==> src/rtl/mbr_pkg.sv <==
package mbr_pkg;
  // Strobes passed from the control to the counting datapath
  typedef struct packed {
    logic clearPeriod;  // a new regulation period begins this cycle
    logic loadBudget;   // the budget bus is accepted this cycle
    logic regOn;        // regulation enabled
  } regStrobes_t;
endpackage

==> src/rtl/mbr_ctrl.sv <==
module mbr_ctrl
  import mbr_pkg::*;
#(
  parameter int NUM_CORES = 4,
  parameter int CNT_W = 8,
  parameter int SUM_W = 11
) (
  input  logic                       clk,
  input  logic                       rst_n,
  input  logic                       regEnable,
  input  logic                       periodStart,
  input  logic [NUM_CORES*CNT_W-1:0] budgetVec,
  input  logic [SUM_W-1:0]           periodCapacity,
  output regStrobes_t                strobes,
  output logic                       cfgError
);
  logic [SUM_W-1:0] budgetSum;
  logic             cfgOk;

  always_comb begin
    budgetSum = '0;
    for (int i = 0; i < NUM_CORES; i++)
      budgetSum = budgetSum + SUM_W'(budgetVec[i*CNT_W +: CNT_W]);
  end

  assign cfgOk = (budgetSum <= periodCapacity);

  always_comb begin
    strobes.clearPeriod = periodStart;
    strobes.loadBudget  = periodStart && cfgOk;
    strobes.regOn       = regEnable;
  end

  always_ff @(posedge clk) begin
    if (!rst_n)           cfgError <= 1'b0;
    else if (periodStart) cfgError <= !cfgOk;
  end


  cfg_hold_chk: assert property (@(posedge clk) disable iff (!rst_n)
    !$past(periodStart) |-> $stable(cfgError));
endmodule

==> src/rtl/mbr_lane.sv <==
module mbr_lane
  import mbr_pkg::*;
#(
  parameter int CNT_W = 8
) (
  input  logic             clk,
  input  logic             rst_n,
  input  regStrobes_t      strobes,
  input  logic [CNT_W-1:0] budgetNew,
  input  logic             reqIn,
  output logic             throttle,
  output logic             irq,
  output logic [CNT_W-1:0] cnt
);
  localparam logic [CNT_W-1:0] CNT_MAX = {CNT_W{1'b1}};

  logic [CNT_W-1:0] budHeld, budEff, cntEff, cntNext;
  logic             fired, firedEff, blocked, accept, overEvt;

  // Replenish first, then judge this cycle's request in the new period
  assign budEff   = strobes.loadBudget ? budgetNew : budHeld;
  assign cntEff   = strobes.clearPeriod ? '0 : cnt;
  assign firedEff = strobes.clearPeriod ? 1'b0 : fired;
  assign blocked  = strobes.regOn && (cntEff >= budEff);
  assign accept   = reqIn && !blocked;
  assign overEvt  = reqIn && blocked && !firedEff;
  assign cntNext  = (accept && cntEff != CNT_MAX) ? cntEff + 1'b1 : cntEff;
  assign throttle = blocked;

  always_ff @(posedge clk) begin
    if (!rst_n) begin
      cnt     <= '0;
      budHeld <= '0;
      fired   <= 1'b0;
      irq     <= 1'b0;
    end else begin
      cnt   <= cntNext;
      fired <= firedEff | overEvt;
      irq   <= overEvt;
      if (strobes.loadBudget) budHeld <= budgetNew;
    end
  end


  blocked_hold_chk: assert property (@(posedge clk) disable iff (!rst_n)
    (blocked && !strobes.clearPeriod) |=> $stable(cnt));

  irq_cause_chk: assert property (@(posedge clk) disable iff (!rst_n)
    irq |-> $past(reqIn && throttle));

  irq_single_chk: assert property (@(posedge clk) disable iff (!rst_n)
    irq |=> !irq);

  clear_zero_chk: assert property (@(posedge clk) disable iff (!rst_n)
    (strobes.clearPeriod && !reqIn) |=> (cnt == '0));

  off_quiet_chk: assert property (@(posedge clk) disable iff (!rst_n)
    !strobes.regOn |=> !irq);

  budget_hold_chk: assert property (@(posedge clk) disable iff (!rst_n)
    !strobes.loadBudget |=> $stable(budHeld));

  sat_chk: assert property (@(posedge clk) disable iff (!rst_n)
    (cnt == CNT_MAX && !strobes.clearPeriod) |=> (cnt == CNT_MAX));
endmodule

==> src/rtl/mbr_datapath.sv <==
module mbr_datapath
  import mbr_pkg::*;
#(
  parameter int NUM_CORES = 4,
  parameter int CNT_W = 8
) (
  input  logic                       clk,
  input  logic                       rst_n,
  input  regStrobes_t                strobes,
  input  logic [NUM_CORES-1:0]       reqIssued,
  input  logic [NUM_CORES*CNT_W-1:0] budgetVec,
  output logic [NUM_CORES-1:0]       throttle,
  output logic [NUM_CORES-1:0]       overflowIrq,
  output logic [NUM_CORES*CNT_W-1:0] countVec
);
  for (genvar g = 0; g < NUM_CORES; g++) begin : g_lane
    mbr_lane #(.CNT_W(CNT_W)) u_lane (
      .clk      (clk),
      .rst_n    (rst_n),
      .strobes  (strobes),
      .budgetNew(budgetVec[g*CNT_W +: CNT_W]),
      .reqIn    (reqIssued[g]),
      .throttle (throttle[g]),
      .irq      (overflowIrq[g]),
      .cnt      (countVec[g*CNT_W +: CNT_W])
    );
  end
endmodule

==> src/rtl/mem_req_budget_regulator.sv <==
module mem_req_budget_regulator
  import mbr_pkg::*;
#(
  parameter int NUM_CORES = 4,
  parameter int CNT_W = 8,
  localparam int SUM_W = CNT_W + $clog2(NUM_CORES) + 1
) (
  input  logic                       clk,
  input  logic                       rst_n,
  input  logic                       regEnable,
  input  logic                       periodStart,
  input  logic [NUM_CORES-1:0]       reqIssued,
  input  logic [NUM_CORES*CNT_W-1:0] budgetVec,
  input  logic [SUM_W-1:0]           periodCapacity,
  output logic [NUM_CORES-1:0]       throttle,
  output logic [NUM_CORES-1:0]       overflowIrq,
  output logic [NUM_CORES*CNT_W-1:0] countVec,
  output logic                       cfgError
);
  regStrobes_t strobes;

  mbr_ctrl #(.NUM_CORES(NUM_CORES), .CNT_W(CNT_W), .SUM_W(SUM_W)) u_ctrl (
    .clk           (clk),
    .rst_n         (rst_n),
    .regEnable     (regEnable),
    .periodStart   (periodStart),
    .budgetVec     (budgetVec),
    .periodCapacity(periodCapacity),
    .strobes       (strobes),
    .cfgError      (cfgError)
  );

  mbr_datapath #(.NUM_CORES(NUM_CORES), .CNT_W(CNT_W)) u_dp (
    .clk        (clk),
    .rst_n      (rst_n),
    .strobes    (strobes),
    .reqIssued  (reqIssued),
    .budgetVec  (budgetVec),
    .throttle   (throttle),
    .overflowIrq(overflowIrq),
    .countVec   (countVec)
  );
endmodule

==> config.mk <==
export PLATFORM = sky130hd
export DESIGN_NAME = mem_req_budget_regulator
export DESIGN_NICKNAME = d
export VERILOG_FILES = /design/src/rtl/mbr_pkg.sv /design/src/rtl/mbr_ctrl.sv /design/src/rtl/mbr_lane.sv /design/src/rtl/mbr_datapath.sv /design/src/rtl/mem_req_budget_regulator.sv
export SDC_FILE = /design/constraint.sdc
export NUM_CORES = 1
export LEC_CHECK = 0
export BUFFER_PORTS_ARGS = -buffer_cell sky130_fd_sc_hd__buf_2
export CORE_MARGIN = 8
export CORE_UTILIZATION = 52
export DETAILED_ROUTE_END_ITERATION = 12
export PLACE_DENSITY = 0.77
export SYNTH_ARGS = -nofsm -noshare
export SYNTH_HDL_FRONTEND = slang
export SYNTH_SLANG_ARGS = --single-unit
==> constraint.sdc <==
create_clock -name clk -period 5.8 [get_ports clk]
set_clock_uncertainty 0.05 [all_clocks]
set_input_delay 0.29 -clock clk [delete_from_list [all_inputs] [get_ports clk]]
set_output_delay 0.29 -clock clk [all_outputs]
set_load 0.02 [all_outputs]
==> impl_metrics.ini <==
[global_route]
grt_max_degree = 85
grt-ovfl-total = 0
grt_antenna_before_repair = 0
track_usage = 0.224
grt_pass1_vias = 5804
grt_pass1_wl_mm = 26.6

[cells_and_area]
post-route-util = 0.696
drive_above_1_share = 0.330
fin_nets = 942
antenna_cells = 0
syn2layout_area_growth_pct = 32.9
n_fill_cell = 815

[worst_setup_path]
critical_path_class = in2out
path_max_fanout = 7
cp-startpoint = budgetVec[1]
worstSetupEndpointType = output port
worst_ep_arrival_time_ns = 5.68
rr_worst_depth = 9
worst-endpoint-required_ns = 5.46
reg2reg_from = u_dp.g_lane[3].u_lane.cnt[7]$_SDFF_PN0_
rrSetupSlack_ns = 2.99
timing.rr.end = u_dp.g_lane[3].u_lane.cnt[1]$_SDFF_PN0_
worst_setup_path_start_kind = primary input

[synthesis]
yosysWarnings = 0
synth-async-reset-ratio = 0
synth_area_sq_um = 5580
synth_area_per_cell_sq_um = 8.20
yosys-top-cells-count = 100 x nand2_1, 73 x dfxtp_1, 68 x inv_1
yosysTopAreaCell = dfxtp_1
synth.most_common_cell = nand2_1
syn_inst = 680
synth_edf_count = 0
synth_cell_type_count = 54
ys_seq_area_frac = 0.262
synth_top_flop_cell = dfxtp_1
ys_ff_latch = 73
synthDominantCellAreaShare = 0.262
yosys-top-cells-area = dfxtp_1 26%, ha_1 14%, mux2i_1 11%
syn_nets = 803

[clocking]
clkTransAtPathRegs_ns = 0.09
cts_sinks = 73
cts_max_level = 3
clk_latency_ns = 0.37
cts_made_buffers = 9
cts-hold-fix-buffers = 0
cts_tree = done
clock_path_buffers = 2
root_buffer = clkbuf_8

[die]
die_x_um = 120
row_count = 38
die_area_sq_um = 14300
io_pins = 92
fp.coreArea_sq_um = 10700
initial_core_util = 0.524
die_h_um = 120

[min_path]
worstHoldPathCells = 3
min-delay-start = budgetVec[20]
hp-class = in2reg
holdPathEnd = u_dp.g_lane[2].u_lane.budHeld[4]$_SDFF_PN0_

[placed_design]
hpwl_mm = 11.9
place_congestion = 0.910
io_buffers = 91

[drt]
drc = 0
drt_first_iter_violations = 372
drtPass1Iterations = 7
viasPerCell = 5.77
vias = 5561
ant_nets = 0
wirelength_mm = 16.9
wl_per_cell_um = 17.6

[sta]
period_share = 1.04
rsz0062_at_grt = yes
hold_viol_final = 0
holdWs_ns = 0.130
period_minus_slack_ns = 6.02
timing.final.ws_setup_ns = -0.225
setup_viol = 28
slew_viol_final = 0
slew_headroom = 0.218
tightest_slew_ns = 1.16
fmax_ghz = 0.166

[pwr]
power_leakage_nw = 3.53
powerDensity_nw_per_um2 = 318
ir_drop_mv = 0.189

[status]
violations = setup timing
status = finished, violations left

[run]
cap_violations = 0
[kinds of logic after synthesis]
kind of cell / after synthesis / share of synthesized area
and+or+nand+nor: 237 / 0.213
AOI/OAI and AO/OA: 123 / 0.143
buffers and inverters: 103 / 0.0779
DFF: 73 / 0.262
adders and majority gates: 72 / 0.175
muxes: 64 / 0.116
xor gates and xnor gates: 8 / 0.0126
[stage by stage]
| step | instance area [sq um] | instances | worst slack (ns) | power [W] | TNS (ns) |
|---|---|---|---|---|---|
| after global placement | 6430 | 922 | -0.343 | 0.00159 | -8.97 |
| after global routing | 7410 | 963 | -0.433 | 0.00250 | -8.31 |
| after detailed placement | 6430 | 922 | -0.700 | 0.00166 | -21.82 |
| after floorplan | 5640 | 680 | 0.00862 | 0.00136 | 0 |
| after CTS | 7020 | 955 | -0.207 | 0.00227 | -1.21 |
| final | 7410 | 963 | -0.225 | 0.00236 | -2.59 |
[layout make-up]
class	count	area, sq um	area share
Clock buffer	10	138	0.0186
Clock inverter	5	56.3	0.00760
Inverter	68	255	0.0344
Multi-Input combinational cell	504	4140	0.559
Sequential cell	73	1460	0.197
Tap cell	140	175	0.0236
Timing Repair Buffer	163	1180	0.159
[worst max path at each step]
stage               slack [ns]                                 endpoint
floorplan                0.009  u_dp.g_lane[0].u_lane.cnt[5]$_SDFF_PN0_
global placement         -0.34  u_dp.g_lane[0].u_lane.cnt[5]$_SDFF_PN0_
detailed placement       -0.70  u_dp.g_lane[0].u_lane.cnt[4]$_SDFF_PN0_
CTS                      -0.21                              throttle[3]
global route             -0.43                              throttle[3]
finish                   -0.22                              throttle[1]
[power breakdown]
part | internal (W) | switching [W] | leakage (nW) | total (W)
Combinational | 0.000690 | 0.000643 | 2.84 | 0.00133
Sequential | 0.000573 | 0.0000419 | 0.596 | 0.000615
Clock | 0.000207 | 0.000204 | 0.0981 | 0.000412
[cell usage in the layout (no fill, tap or decap), types with 5 or more instances in the layout]
cell      instances
o21ai_1           6
ha_1             56
fa_1              9
nand2_1          97
buf_2            86
buf_6            24
a21oi_2          22
inv_1            65
o21ai_0          18
buf_4            46
nand4_1           9
clkbuf_8         10
nor2_1           26
dfxtp_1          73
or4_4             6
ha_4              6
nand3_1          14
o31ai_1           6
and3_1            5
o31ai_2           6
a21oi_1          18
nor2b_1          28
mux2i_1          55
or3_1             7
o211ai_1          9
or4_1             7
[flip-flops by register name (all words and copies together) (netlist names)]
name                        count
u_dp.g_lane.u_lane.budHeld     32
u_dp.g_lane.u_lane.fired        4
u_dp.g_lane.u_lane.cnt         32
u_ctrl.cfgError                 1
u_dp.g_lane.u_lane.irq          4
[timing repair]
| item | in CTS | in global routing |
|---|---|---|
| gates cloned | 4 | 0 |
| setup buffers | 14 | 9 |
| resized for setup | 61 | 78 |
| endpoints found under the setup margin | 36 | 44 |
| pin swaps | 40 | 58 |
[critical path, stage by stage]
cell,delay [ns]
buf_2,0.12
ha_1,0.30
a21oi_2,0.18
o21ai_0,0.14
a21oi_2,0.24
xor2_1,0.25
fa_1,0.45
inv_1,0.07
ha_1,0.25
o21a_1,0.13
a21oi_2,0.19
a21oi_2,0.08
xor2_1,0.16
ha_1,0.30
a21oi_2,0.15
o221ai_2,0.13
nor4_2,0.34
nor3_2,0.09
buf_6,0.15
buf_12,0.15
mux2i_2,0.20
ha_1,0.29
and3_4,0.17
a221o_1,0.31
a22o_2,0.27
buf_6,0.14
buf_6,0.12
[per-layer routing]
metal	track usage	wire (um)	vias to the layer above
li1	-	-	2660
met1	0.264	6920	2662
met3	0.0423	1050	48
met5	0	0	-
met4	0.113	588	0
met2	0.383	8350	191
Power figures use the tool's default switching activity.
